`src/rtl/irb_pkg.sv`:
```
package irb_pkg;
  typedef enum logic {
    CAR_DIV_LO = 1'b0,
    CAR_DIV_HI = 1'b1
  } car_sel_e;

  typedef enum logic {
    DUTY_HALF  = 1'b0,
    DUTY_THIRD = 1'b1
  } duty_sel_e;

  // high-phase length for a divider setting
  function automatic int unsigned car_high_len(input int unsigned div_lo,
                                               input int unsigned div_hi,
                                               input logic sel,
                                               input logic duty);
    if (sel == CAR_DIV_LO) return div_lo / 2;
    if (duty == DUTY_THIRD) return div_hi / 3;
    return div_hi / 2;
  endfunction
endpackage

```
`src/rtl/irb_cycle_gen.sv`:
```
module irb_cycle_gen #(
  parameter int unsigned CYC_DIV = 8
) (
  input  logic clk_i,
  input  logic rst_ni,
  output logic tick_o
);
  localparam int unsigned PW = (CYC_DIV > 1) ? $clog2(CYC_DIV) : 1;
  localparam logic [PW-1:0] LAST = PW'(CYC_DIV - 1);

  logic [PW-1:0] pre_q;

  always_ff @(posedge clk_i or negedge rst_ni) begin
    if (!rst_ni) pre_q <= '0;
    else if (pre_q == LAST) pre_q <= '0;
    else pre_q <= pre_q + 1'b1;
  end

  assign tick_o = (pre_q == LAST);
endmodule

```
`src/rtl/irb_carrier_gen.sv`:
```
module irb_carrier_gen
  import irb_pkg::*;
#(
  parameter int unsigned DIV_LO = 8,
  parameter int unsigned DIV_HI = 12,
  localparam int unsigned DIV_MAX = (DIV_HI > DIV_LO) ? DIV_HI : DIV_LO,
  localparam int unsigned PH_W = $clog2(DIV_MAX)
) (
  input  logic            clk_i,
  input  logic            rst_ni,
  input  logic            sel_i,
  input  logic            duty_i,
  output logic            car_o,
  output logic [PH_W-1:0] ph_o
);
  localparam logic [PH_W-1:0] LAST_LO = PH_W'(DIV_LO - 1);
  localparam logic [PH_W-1:0] LAST_HI = PH_W'(DIV_HI - 1);
  localparam logic [PH_W-1:0] HI_LO   = PH_W'(car_high_len(DIV_LO, DIV_HI, CAR_DIV_LO, DUTY_HALF));
  localparam logic [PH_W-1:0] HI_HALF = PH_W'(car_high_len(DIV_LO, DIV_HI, CAR_DIV_HI, DUTY_HALF));
  localparam logic [PH_W-1:0] HI_3RD  = PH_W'(car_high_len(DIV_LO, DIV_HI, CAR_DIV_HI, DUTY_THIRD));

  logic [PH_W-1:0] ph_q;
  logic [PH_W-1:0] last;
  logic [PH_W-1:0] high_len;

  always_comb begin
    last     = (sel_i == CAR_DIV_HI) ? LAST_HI : LAST_LO;
    high_len = HI_LO;
    if (sel_i == CAR_DIV_HI) high_len = (duty_i == DUTY_THIRD) ? HI_3RD : HI_HALF;
  end

  // free running; a divide change past the wrap point folds back to 0
  always_ff @(posedge clk_i or negedge rst_ni) begin
    if (!rst_ni) ph_q <= '0;
    else if (ph_q >= last) ph_q <= '0;
    else ph_q <= ph_q + 1'b1;
  end

  assign car_o = (ph_q < high_len);
  assign ph_o  = ph_q;
endmodule

```
`src/rtl/irb_down_counter.sv`:
```
module irb_down_counter #(
  parameter int unsigned CNT_W = 9
) (
  input  logic             clk_i,
  input  logic             rst_ni,
  input  logic             run_i,
  input  logic             tick_i,
  input  logic             load_i,
  input  logic [CNT_W:0]   load_data_i,
  output logic [CNT_W-1:0] cnt_o,
  output logic             en_o,
  output logic             live_o
);
  logic [CNT_W-1:0] cnt_q;
  logic             en_q;
  logic             live_q;

  always_ff @(posedge clk_i or negedge rst_ni) begin
    if (!rst_ni) begin
      cnt_q  <= '0;
      en_q   <= 1'b0;
      live_q <= 1'b0;
    end else if (load_i) begin
      // load wins over a coincident tick: seamless reload
      cnt_q  <= load_data_i[CNT_W-1:0];
      en_q   <= load_data_i[CNT_W];
      live_q <= 1'b1;
    end else if (run_i && tick_i && live_q) begin
      if (cnt_q == '0) live_q <= 1'b0;
      else cnt_q <= cnt_q - 1'b1;
    end
  end

  assign cnt_o  = cnt_q;
  assign en_o   = en_q;
  assign live_o = live_q;
endmodule

```
`src/rtl/irb_burst_timer.sv`:
```
module irb_burst_timer #(
  parameter int unsigned CNT_W   = 9,
  parameter int unsigned CYC_DIV = 8,
  parameter int unsigned DIV_LO  = 8,
  parameter int unsigned DIV_HI  = 12,
  localparam int unsigned DIV_MAX = (DIV_HI > DIV_LO) ? DIV_HI : DIV_LO,
  localparam int unsigned PH_W    = $clog2(DIV_MAX)
) (
  input  logic           clk_i,
  input  logic           rst_ni,
  input  logic           run_i,
  input  logic           car_sel_i,
  input  logic           duty_sel_i,
  input  logic           load_i,
  input  logic [CNT_W:0] load_data_i,
  output logic           rem_o,
  output logic           busy_no,
  output logic           done_o
);
  logic             tick;
  logic             car;
  logic [PH_W-1:0]  car_ph;
  logic [CNT_W-1:0] cnt_q;
  logic             en_q;
  logic             live_q;
  logic             gate;

  generate
    if (CYC_DIV < 2 || DIV_LO < 2 || DIV_HI < 3) begin : g_bad_cfg
      initial $error("irb_burst_timer: divider parameters too small");
    end
  endgenerate

  irb_cycle_gen #(.CYC_DIV(CYC_DIV)) u_cyc (
    .clk_i (clk_i),
    .rst_ni(rst_ni),
    .tick_o(tick)
  );

  irb_carrier_gen #(.DIV_LO(DIV_LO), .DIV_HI(DIV_HI)) u_car (
    .clk_i (clk_i),
    .rst_ni(rst_ni),
    .sel_i (car_sel_i),
    .duty_i(duty_sel_i),
    .car_o (car),
    .ph_o  (car_ph)
  );

  irb_down_counter #(.CNT_W(CNT_W)) u_cnt (
    .clk_i      (clk_i),
    .rst_ni     (rst_ni),
    .run_i      (run_i),
    .tick_i     (tick),
    .load_i     (load_i),
    .load_data_i(load_data_i),
    .cnt_o      (cnt_q),
    .en_o       (en_q),
    .live_o     (live_q)
  );

  assign gate    = live_q & run_i & en_q;
  assign rem_o   = gate & car;
  assign busy_no = ~gate;
  assign done_o  = ~live_q;
endmodule

```
`config.mk`:
```
export PLATFORM = sky130hd
export DESIGN_NAME = irb_burst_timer
export DESIGN_NICKNAME = d
export VERILOG_FILES = /design/src/rtl/irb_pkg.sv /design/src/rtl/irb_cycle_gen.sv /design/src/rtl/irb_carrier_gen.sv /design/src/rtl/irb_down_counter.sv /design/src/rtl/irb_burst_timer.sv
export SDC_FILE = /design/constraint.sdc
export NUM_CORES = 1
export LEC_CHECK = 0
export BUFFER_PORTS_ARGS = -buffer_cell sky130_fd_sc_hd__buf_2
export CAP_MARGIN = 20
export CORE_MARGIN = 2
export CORE_UTILIZATION = 40
export DETAILED_ROUTE_END_ITERATION = 6
export SLEW_MARGIN = 20
export SYNTH_ARGS = -nofsm -noshare
export SYNTH_HDL_FRONTEND = slang
export SYNTH_SLANG_ARGS = --single-unit
export TNS_END_PERCENT = 1
```
`constraint.sdc`:
```
create_clock -name clk_i -period 1.9 [get_ports clk_i]
set_input_delay 0.38 -clock clk_i [delete_from_list [all_inputs] [get_ports clk_i]]
set_output_delay 0.38 -clock clk_i [all_outputs]
set_load 0.01 [all_outputs]
```
==> results of run 1 <==
-- placed cells by master, fill, tap and decap left out, types with 2 or more instances in the layout --
cell type / synthesis / routed
nand3_1: 3 / 3
inv_1: 5 / 5
ha_1: 6 / 6
nor3_1: 4 / 4
o211ai_1: 2 / 2
nor4_1: 2 / 2
a221o_1: 2 / 2
nor2_1: 10 / 10
buf_2: 0 / 18
a21o_1: 2 / 2
o41ai_1: 2 / 2
or2_2: 2 / 2
clkbuf_4: 0 / 3
dfrtp_1: 18 / 18
a31oi_1: 2 / 2
a2111oi_0: 2 / 2
a2111o_1: 2 / 2
or3_1: 2 / 2
nand2_1: 5 / 5
o21ai_0: 5 / 4
buf_4: 0 / 13
-- power by group through the flow --
stage                     logic [µW]  clock network (µW)  registers (µW)
final                            287                 234             505
after global routing             331                 260             517
after floorplan                  181                   0             504
after detailed placement         277                   0             512
after global placement           261                   0             510
after CTS                        277                 243             505
-- how the worst max path moves through the flow --
stage / from / to / cells after the start
after CTS: u_cnt.cnt_o[0] / u_cnt.cnt_o[1] / 5
after global placement: u_cnt.cnt_o[0] / u_cnt.cnt_o[1] / 5
final: u_cnt.cnt_o[0] / u_cnt.cnt_o[5] / 4
after floorplan: u_cnt.cnt_o[0] / u_cnt.cnt_o[1] / 5
after detailed placement: u_cnt.cnt_o[0] / u_cnt.cnt_o[1] / 5
after global routing: u_cnt.cnt_o[0] / u_cnt.cnt_o[3] / 5
-- layer usage --
metal  vias to the layer above  wire [µm]
li1                        450          -
met3                         2        121
met1                       433       1090
met5                         -          0
met2                        26       1080
met4                         0         14
-- stage by stage --
step / instance area [µm²] / hold slack, ns / power [µW] / setup WS, ns
after floorplan: 990 / 0.0844 / 685 / 0.0188
after global placement: 1180 / 0.340 / 771 / 0.108
after detailed placement: 1180 / 0.339 / 789 / 0.0114
after CTS: 1220 / 0.00818 / 1020 / 0.0722
after global routing: 1250 / 0.0129 / 1110 / -0.0195
final: 1250 / 0.00444 / 1030 / 0.0224
-- logic make-up after synthesis --
family	count (synthesis)
xor gates and xnor gates	2
DFF	18
adders and majority gates	6
buffers and inverters	8
and+or+nand+nor	36
muxes	1
AOI/OAI and AO/OA	27
-- flip-flops by register name, summed over array words and instances (netlist names) --
name	count
u_cnt.live_o	1
u_cnt.en_o	1
u_cnt.cnt_o	9
u_car.ph_o	4
u_cyc.pre_q	3
-- repair_timing --
item                       CTS  global route
gates resized for setup      1             1
setup endpoints to repair    1             4
buffers inserted             0             3
cloned                       0             0
-- area by class of cell --
cell class / count / area, µm²
multi-input cells: 72 / 512
flip-flops and latches: 18 / 450
well taps: 30 / 37.5
clock buffers: 4 / 36.3
repair buffers: 31 / 188
fillers: 221 / 1160
inverters: 6 / 22.5
-- critical path, stage by stage, from the launching register on --
cell and delay, ns:
dfrtp_1 0.43, buf_4 0.15, or4_2 0.63, o311a_1 0.31
a221o_1 0.25
==> impl_metrics.ini, run 1 <==
[power_and_ir_drop]
power.internal_uw = 707
p_leak_uw = 0.000579
seq_power_share = 0.492
swShare = 0.310
power_frac_comb = 0.280
irDropWorstVdd_mv = 0.539
pwr-share-clk = 0.228
power_density_nw_per_um2 = 823
p_sw_uw = 318

[flow_run]
cap_violations = 0

[global_routing]
grt_max_degree = 19
antenna_found_initial = 0
grt_pass1_vias = 807
grt_overflow = 0
track_usage = 0.180
gr-usage-met1 = 0.257
busiest_layer = met2
grt_pass1_wl_um = 3670
grtUsageMet2 = 0.264
use_met3 = 0.0278

[worst_hold_path]
min_path_type = in2async

[timing]
setup_viol = 0
hold_viol = 0
finalCritPeriodShare = 0.988
fin_skew_ns = 0.00521
relSlewSlack = 0.724
post-route-min-period_ns = 1.88
tns_ns = 0
timing.fmax_mhz = 533
slew_viol_final = 0
tightestPinTransition_ns = 0.404
rsz0062_at_grt = yes

[cells_and_area]
diodes = 0
fin_nets = 154
final_util = 0.517
final_cells = 161
area_delta_synth_final_pct = 25.9
drive_above_1_share = 0.313

[clock_tree]
cts_root_buf = clkbuf_4
htree_levels = 1
postCtsHoldBufs = 0
clkLatencyLatePin_ns = 0.29
cts.sinks = 18
path_clk_slew_ns = 0.11
tritoncts = done
cts_made_buffers = 3
clk_path_buf_depth = 2

[floorplanning]
initial_utilization = 0.411
io_pins = 19
rows = 18
die_x_um = 53.7
core_area_um2 = 2410
die-area_um2 = 2890
die_y_um = 53.7

[yosys]
synthTopCellsByArea = dfrtp_1 46%, ha_1 7.6%, nor2_1 3.8%
synth_mux_area_frac = 0.0114
synth_compound_area_frac = 0.216
synth_xor_xnor_area_share = 0.0177
synth_edf_count = 0
ys_ff_latch = 18
postSynthCellCount = 98
ys.flop_type = dfrtp_1
synthAdderAreaFrac = 0.0759
yosys.area_share.simple = 0.192
synth_commonest_cells = 18 x dfrtp_1, 10 x nor2_1, 6 x ha_1
synth-warning-count = 0
ys_async_sr_fraction = 1.00
synth_top_area_frac = 0.455
synth_area_um2 = 990
synth_most_common_cell = dfrtp_1
post-synth-top-area-cell = dfrtp_1
synth_top_family_by_area = compound AO/OA/AOI/OAI gates
synth.distinct_cells = 39
syn_area_per_cell_um2 = 10.1
seq_area_frac_synth = 0.455
syn_nets = 120

[critical_path]
path_class = reg2reg
start_kind = register
reg2reg_to = u_cnt.cnt_o[5]
r2r_start = u_cnt.cnt_o[0]
rrSetupSlack_ns = 0.02
cp_max_fo = 4
worstPathArrival_ns = 2.06
r2r_cells = 4
critPathCaptureType = register
cp_data_required_time_ns = 2.09

[drt]
wl_per_cell_um = 14.3
via_per_inst = 5.66
drtIter0Drc = 32
drc = 0
first_pass_iters = 4
ant_nets = 0
wl_um = 2300
num_vias = 911

[status]
outcome = finished, final reports clean

[placement]
routabilityCongestion = 0.838
io_buffer_count = 18
dp.cells = 154
dpl.hpwl_um = 1720
(Power assumes the default switching activity.)
==> run 2: changes to the inputs <==
Settings changed: CORE_ASPECT_RATIO from default to 0.8.
==> impl_metrics.ini, run 2 (synthesis results as in run 1) <==
[cells_and_area]
fillers = 240
area_delta_synth_final_pct = 22.8
final_util = 0.506
fin_nets = 148
drive_above_1_share = 0.304
diodes = 0
largest_register_ff_count = 9
layout_common_cells = 18 x buf_2, 18 x dfrtp_1, 10 x nor2_1
final_cells = 152

[global_routing]
grtUsageMet2 = 0.273
grt_pass1_vias = 909
grt_pass1_wl_um = 4080
antenna_found_initial = 0
use_met3 = 0.0561
track_usage = 0.182
busiest_layer = met2
grt_max_degree = 19
gr-usage-met1 = 0.261
grt_overflow = 0

[power_and_ir_drop]
irDropWorstVdd_mv = 0.349
total_power_uw = 1030
seq_power_share = 0.504
power.internal_uw = 700
swShare = 0.321
pwr-share-clk = 0.231
p_sw_uw = 331
p_leak_uw = 0.000551
power_frac_comb = 0.265
power_density_nw_per_um2 = 849

[flow_run]
cap_violations = 0

[timing]
final.setup.worst_slack_ns = 0.0521
slew_viol_final = 0
post-route-min-period_ns = 1.85
hold-worst-slack_ns = -0.00333
fin_skew_ns = 0.00160
rsz0062_at_grt = yes
timing.fmax_mhz = 541
hold_viol = 9
tightestPinTransition_ns = 0.600
finalCritPeriodShare = 0.973
setup_viol = 0
relSlewSlack = 0.590

[status]
violations = hold timing
outcome = finished with violations

[clock_tree]
clkLatencyLatePin_ns = 0.29
postCtsSetupBuffers = 0
path_clk_slew_ns = 0.10
htree_levels = 1
cts_root_buf = clkbuf_4
tritoncts = done
cts_made_buffers = 3
clk_path_buf_depth = 2
cts.sinks = 18

[floorplanning]
die_x_um = 59.6
rows = 16
die-area_um2 = 2890
die_y_um = 48.5
initial_utilization = 0.412
core_area_um2 = 2400
io_pins = 19

[drt]
drc = 0
first_pass_iters = 4
via_per_inst = 5.97
drtIter0Drc = 29
ant_nets = 0
wl_um = 2350
num_vias = 907
wl_per_cell_um = 15.5

[critical_path]
path_cells = inv_1, ha_1, nor4b_1, buf_4, a2111oi_0, a221o_1
critPathMaxStageDelay_ns = 0.56
cp_max_fo = 7
worstPathArrival_ns = 2.09
cp.buffers_inverters = 2
start_kind = register
cp_data_required_time_ns = 2.14
critPathCaptureType = register
path_delay_family = compound AO/OA/AOI/OAI gates
slowest_stage = a2111oi_0
path_class = reg2reg

[placement]
dp.cells = 148
place_ws_ns = 0.0510
routabilityCongestion = 0.793
io_buffer_count = 18
dpl.hpwl_um = 1680

[worst_hold_path]
min_path_type = in2async
[run 2: worst register-to-register path: cells and delay by family (launching register included)]
family | cells | cell delay [ns]
compound gates | 2 | 0.75
fa+ha+maj | 1 | 0.23
buf+inv | 2 | 0.25
flops | 1 | 0.42
simple gates | 1 | 0.15
[run 2: power by group through the flow]
stage                     clock [µW]  sequential [µW]  combinational (µW)
final                            239              520                 273
after global routing             259              532                 319
after CTS                        245              512                 267
after detailed placement           0              520                 265
after global placement             0              517                 256
after floorplan                    0              504                 181
[run 2: stage by stage]
stage                     TNS [ns]  cell area (µm²)
after detailed placement         0             1160
after global placement           0             1160
after CTS                        0             1190
final                            0             1210
after floorplan                  0              990
after global routing        -0.167             1210
[run 2: layout make-up]
class                   instances  area [µm²]  share of cell area
clock buffers                   4        36.3              0.0299
inverters                       6        22.5              0.0185
multi-input cells              72         529               0.436
flip-flops and latches         18         450               0.371
well taps                      27        33.8              0.0278
repair buffers                 25         143               0.117
[run 2: path summary, 6_finish.rpt]
kind                           startpoint              to  slack (ns)  cells past startpoint
setup reg to reg           u_cnt.cnt_o[0]  u_cnt.cnt_o[0]        0.05                      6
hold reg to reg            u_cyc.pre_q[0]  u_cyc.pre_q[0]        0.44                      1
setup / recovery           u_cnt.cnt_o[0]  u_cnt.cnt_o[0]        0.05                      6
hold / removal                     rst_ni   u_car.ph_o[2]      -0.003                      1
max in group asynchronous          rst_ni  u_cnt.cnt_o[0]        1.62                      1
min in group clk_i         load_data_i[8]  u_cnt.cnt_o[8]        0.29                      3
[run 2: per-layer routing]
| layer | routed length, µm | up-vias |
|---|---|---|
| met5 | 0 | - |
| li1 | - | 439 |
| met1 | 1200 | 451 |
| met2 | 1050 | 17 |
| met4 | 0 | 0 |
| met3 | 98 | 0 |
[run 2: timing repair]
item / 4_1_cts / 5_1_grt
setup endpoints to repair: 0 / 5
hold endpoints to repair: 0 / 0
hold buffers: 0 / 0
gates resized for setup: 0 / 6
==> run 3: changes to the inputs <==
Settings changed: CORE_ASPECT_RATIO 0.8 to default, CTS_BUF_LIST from default to sky130_fd_sc_hd__clkbuf_8.
==> impl_metrics.ini, run 3 (synthesis results as in run 1) <==
[status]
outcome = finished, final reports clean

[floorplanning]
core_area_um2 = 2410
die_y_um = 53.7
initial_utilization = 0.411
die_x_um = 53.7
rows = 18
io_pins = 19
die-area_um2 = 2890

[power_and_ir_drop]
power_density_nw_per_um2 = 874
p_leak_uw = 0.000574
irDropWorstVdd_mv = 0.597

[placement]
post_dp_cell_area_um2 = 1180
io_buffer_count = 18
dpl.hpwl_um = 1720
routabilityCongestion = 0.838

[drt]
first_pass_iters = 4
ant_nets = 0
drc = 0
via_per_inst = 5.67
num_vias = 896
wl_per_cell_um = 14.8
wl_um = 2340
drtIter0Drc = 12

[timing]
timing.fmax_mhz = 553
rsz0062_at_grt = no
fin_skew_ns = 0.00541
slew_viol_final = 0
relSlewSlack = 0.727
setup_viol = 0
hold-worst-slack_ns = 0.0504
hold_viol = 0
tightestPinTransition_ns = 0.399
finalCritPeriodShare = 0.953
post-route-min-period_ns = 1.81
tns_ns = 0

[cells_and_area]
fin_nets = 151
diodes = 0
layout_common_cells = 18 x buf_2, 18 x dfrtp_1, 10 x nor2_1, 10 x buf_4, 6 x ha_1
area_delta_synth_final_pct = 26.9
largest_register_ff_count = 9
finalInstanceArea_um2 = 1260
final_util = 0.521
drive_above_1_share = 0.313

[clock_tree]
tritoncts = done
htree_levels = 1
postCtsHoldBufs = 0
cts_made_buffers = 3
clk_path_buf_depth = 2
cts.sinks = 18
clkLatencyLatePin_ns = 0.25
cts_root_buf = clkbuf_8
path_clk_slew_ns = 0.07

[critical_path]
critPathCaptureType = register
critPathMaxStageDelay_ns = 0.70
worstPathArrival_ns = 1.95
r2r_cells = 3
path_class = reg2reg
start_kind = register
cp.buffers_inverters = 0
path_cells = or4_2, o311a_1, a221o_1
path_delay_family = simple AND/OR/NAND/NOR gates
crit_cells = 3
cp_data_required_time_ns = 2.04
cp_max_fo = 6
slowest_stage = or4_2

[flow_run]
cap_violations = 0

[global_routing]
grt_pass1_vias = 803
grt_overflow = 0
grt_max_degree = 19
antenna_found_initial = 0
track_usage = 0.180
grt_pass1_wl_um = 3680

[worst_hold_path]
min_path_type = in2async
## run 3: repair_timing
item                                    4_1_cts  5_1_grt
endpoints found under the setup margin        2        3
buffers inserted                              0        0
gates resized for setup                       1        4
## run 3: final cells by class
type                    count  area [µm²]
fillers                   221        1150
multi-input cells          72         526
flip-flops and latches     18         450
repair buffers             28         165
clock buffers               4        55.1
well taps                  30        37.5
inverters                   6        22.5
## run 3: through the flow
stage                     power (µW)  setup slack (ns)  cells
final                           1100            0.0902    158
after global routing            1180           0.00759    158
after CTS                       1100            0.0646    158
after detailed placement         789            0.0114    154
after global placement           771             0.108    154
after floorplan                  685            0.0188     98
## run 3: path summary, 6_finish.rpt
path / slack [ns] / start / endpoint
min in group clk_i: 0.34 / load_data_i[8] / u_cnt.cnt_o[8]
worst min register to register: 0.42 / u_cyc.pre_q[0] / u_cyc.pre_q[0]
max in group asynchronous: 1.56 / rst_ni / u_car.ph_o[1]
worst min-delay path: 0.05 / rst_ni / u_cnt.cnt_o[7]
worst max-delay path: 0.09 / u_cnt.cnt_o[1] / u_cnt.cnt_o[5]
worst max register to register: 0.09 / u_cnt.cnt_o[1] / u_cnt.cnt_o[5]
## run 3: layer usage
layer,up-vias,GRT usage,share of wire
met3,5,0.0361,0.041
met1,429,0.257,0.47
met4,0,0.0726,0.016
li1,442,-,-
met2,20,0.264,0.47
met5,-,0,0
## run 3: report_power, final
part           switching [µW]  internal [µW]
Clock                     126            184
Sequential               59.6            448
Combinational             142            138
Total                     328            770
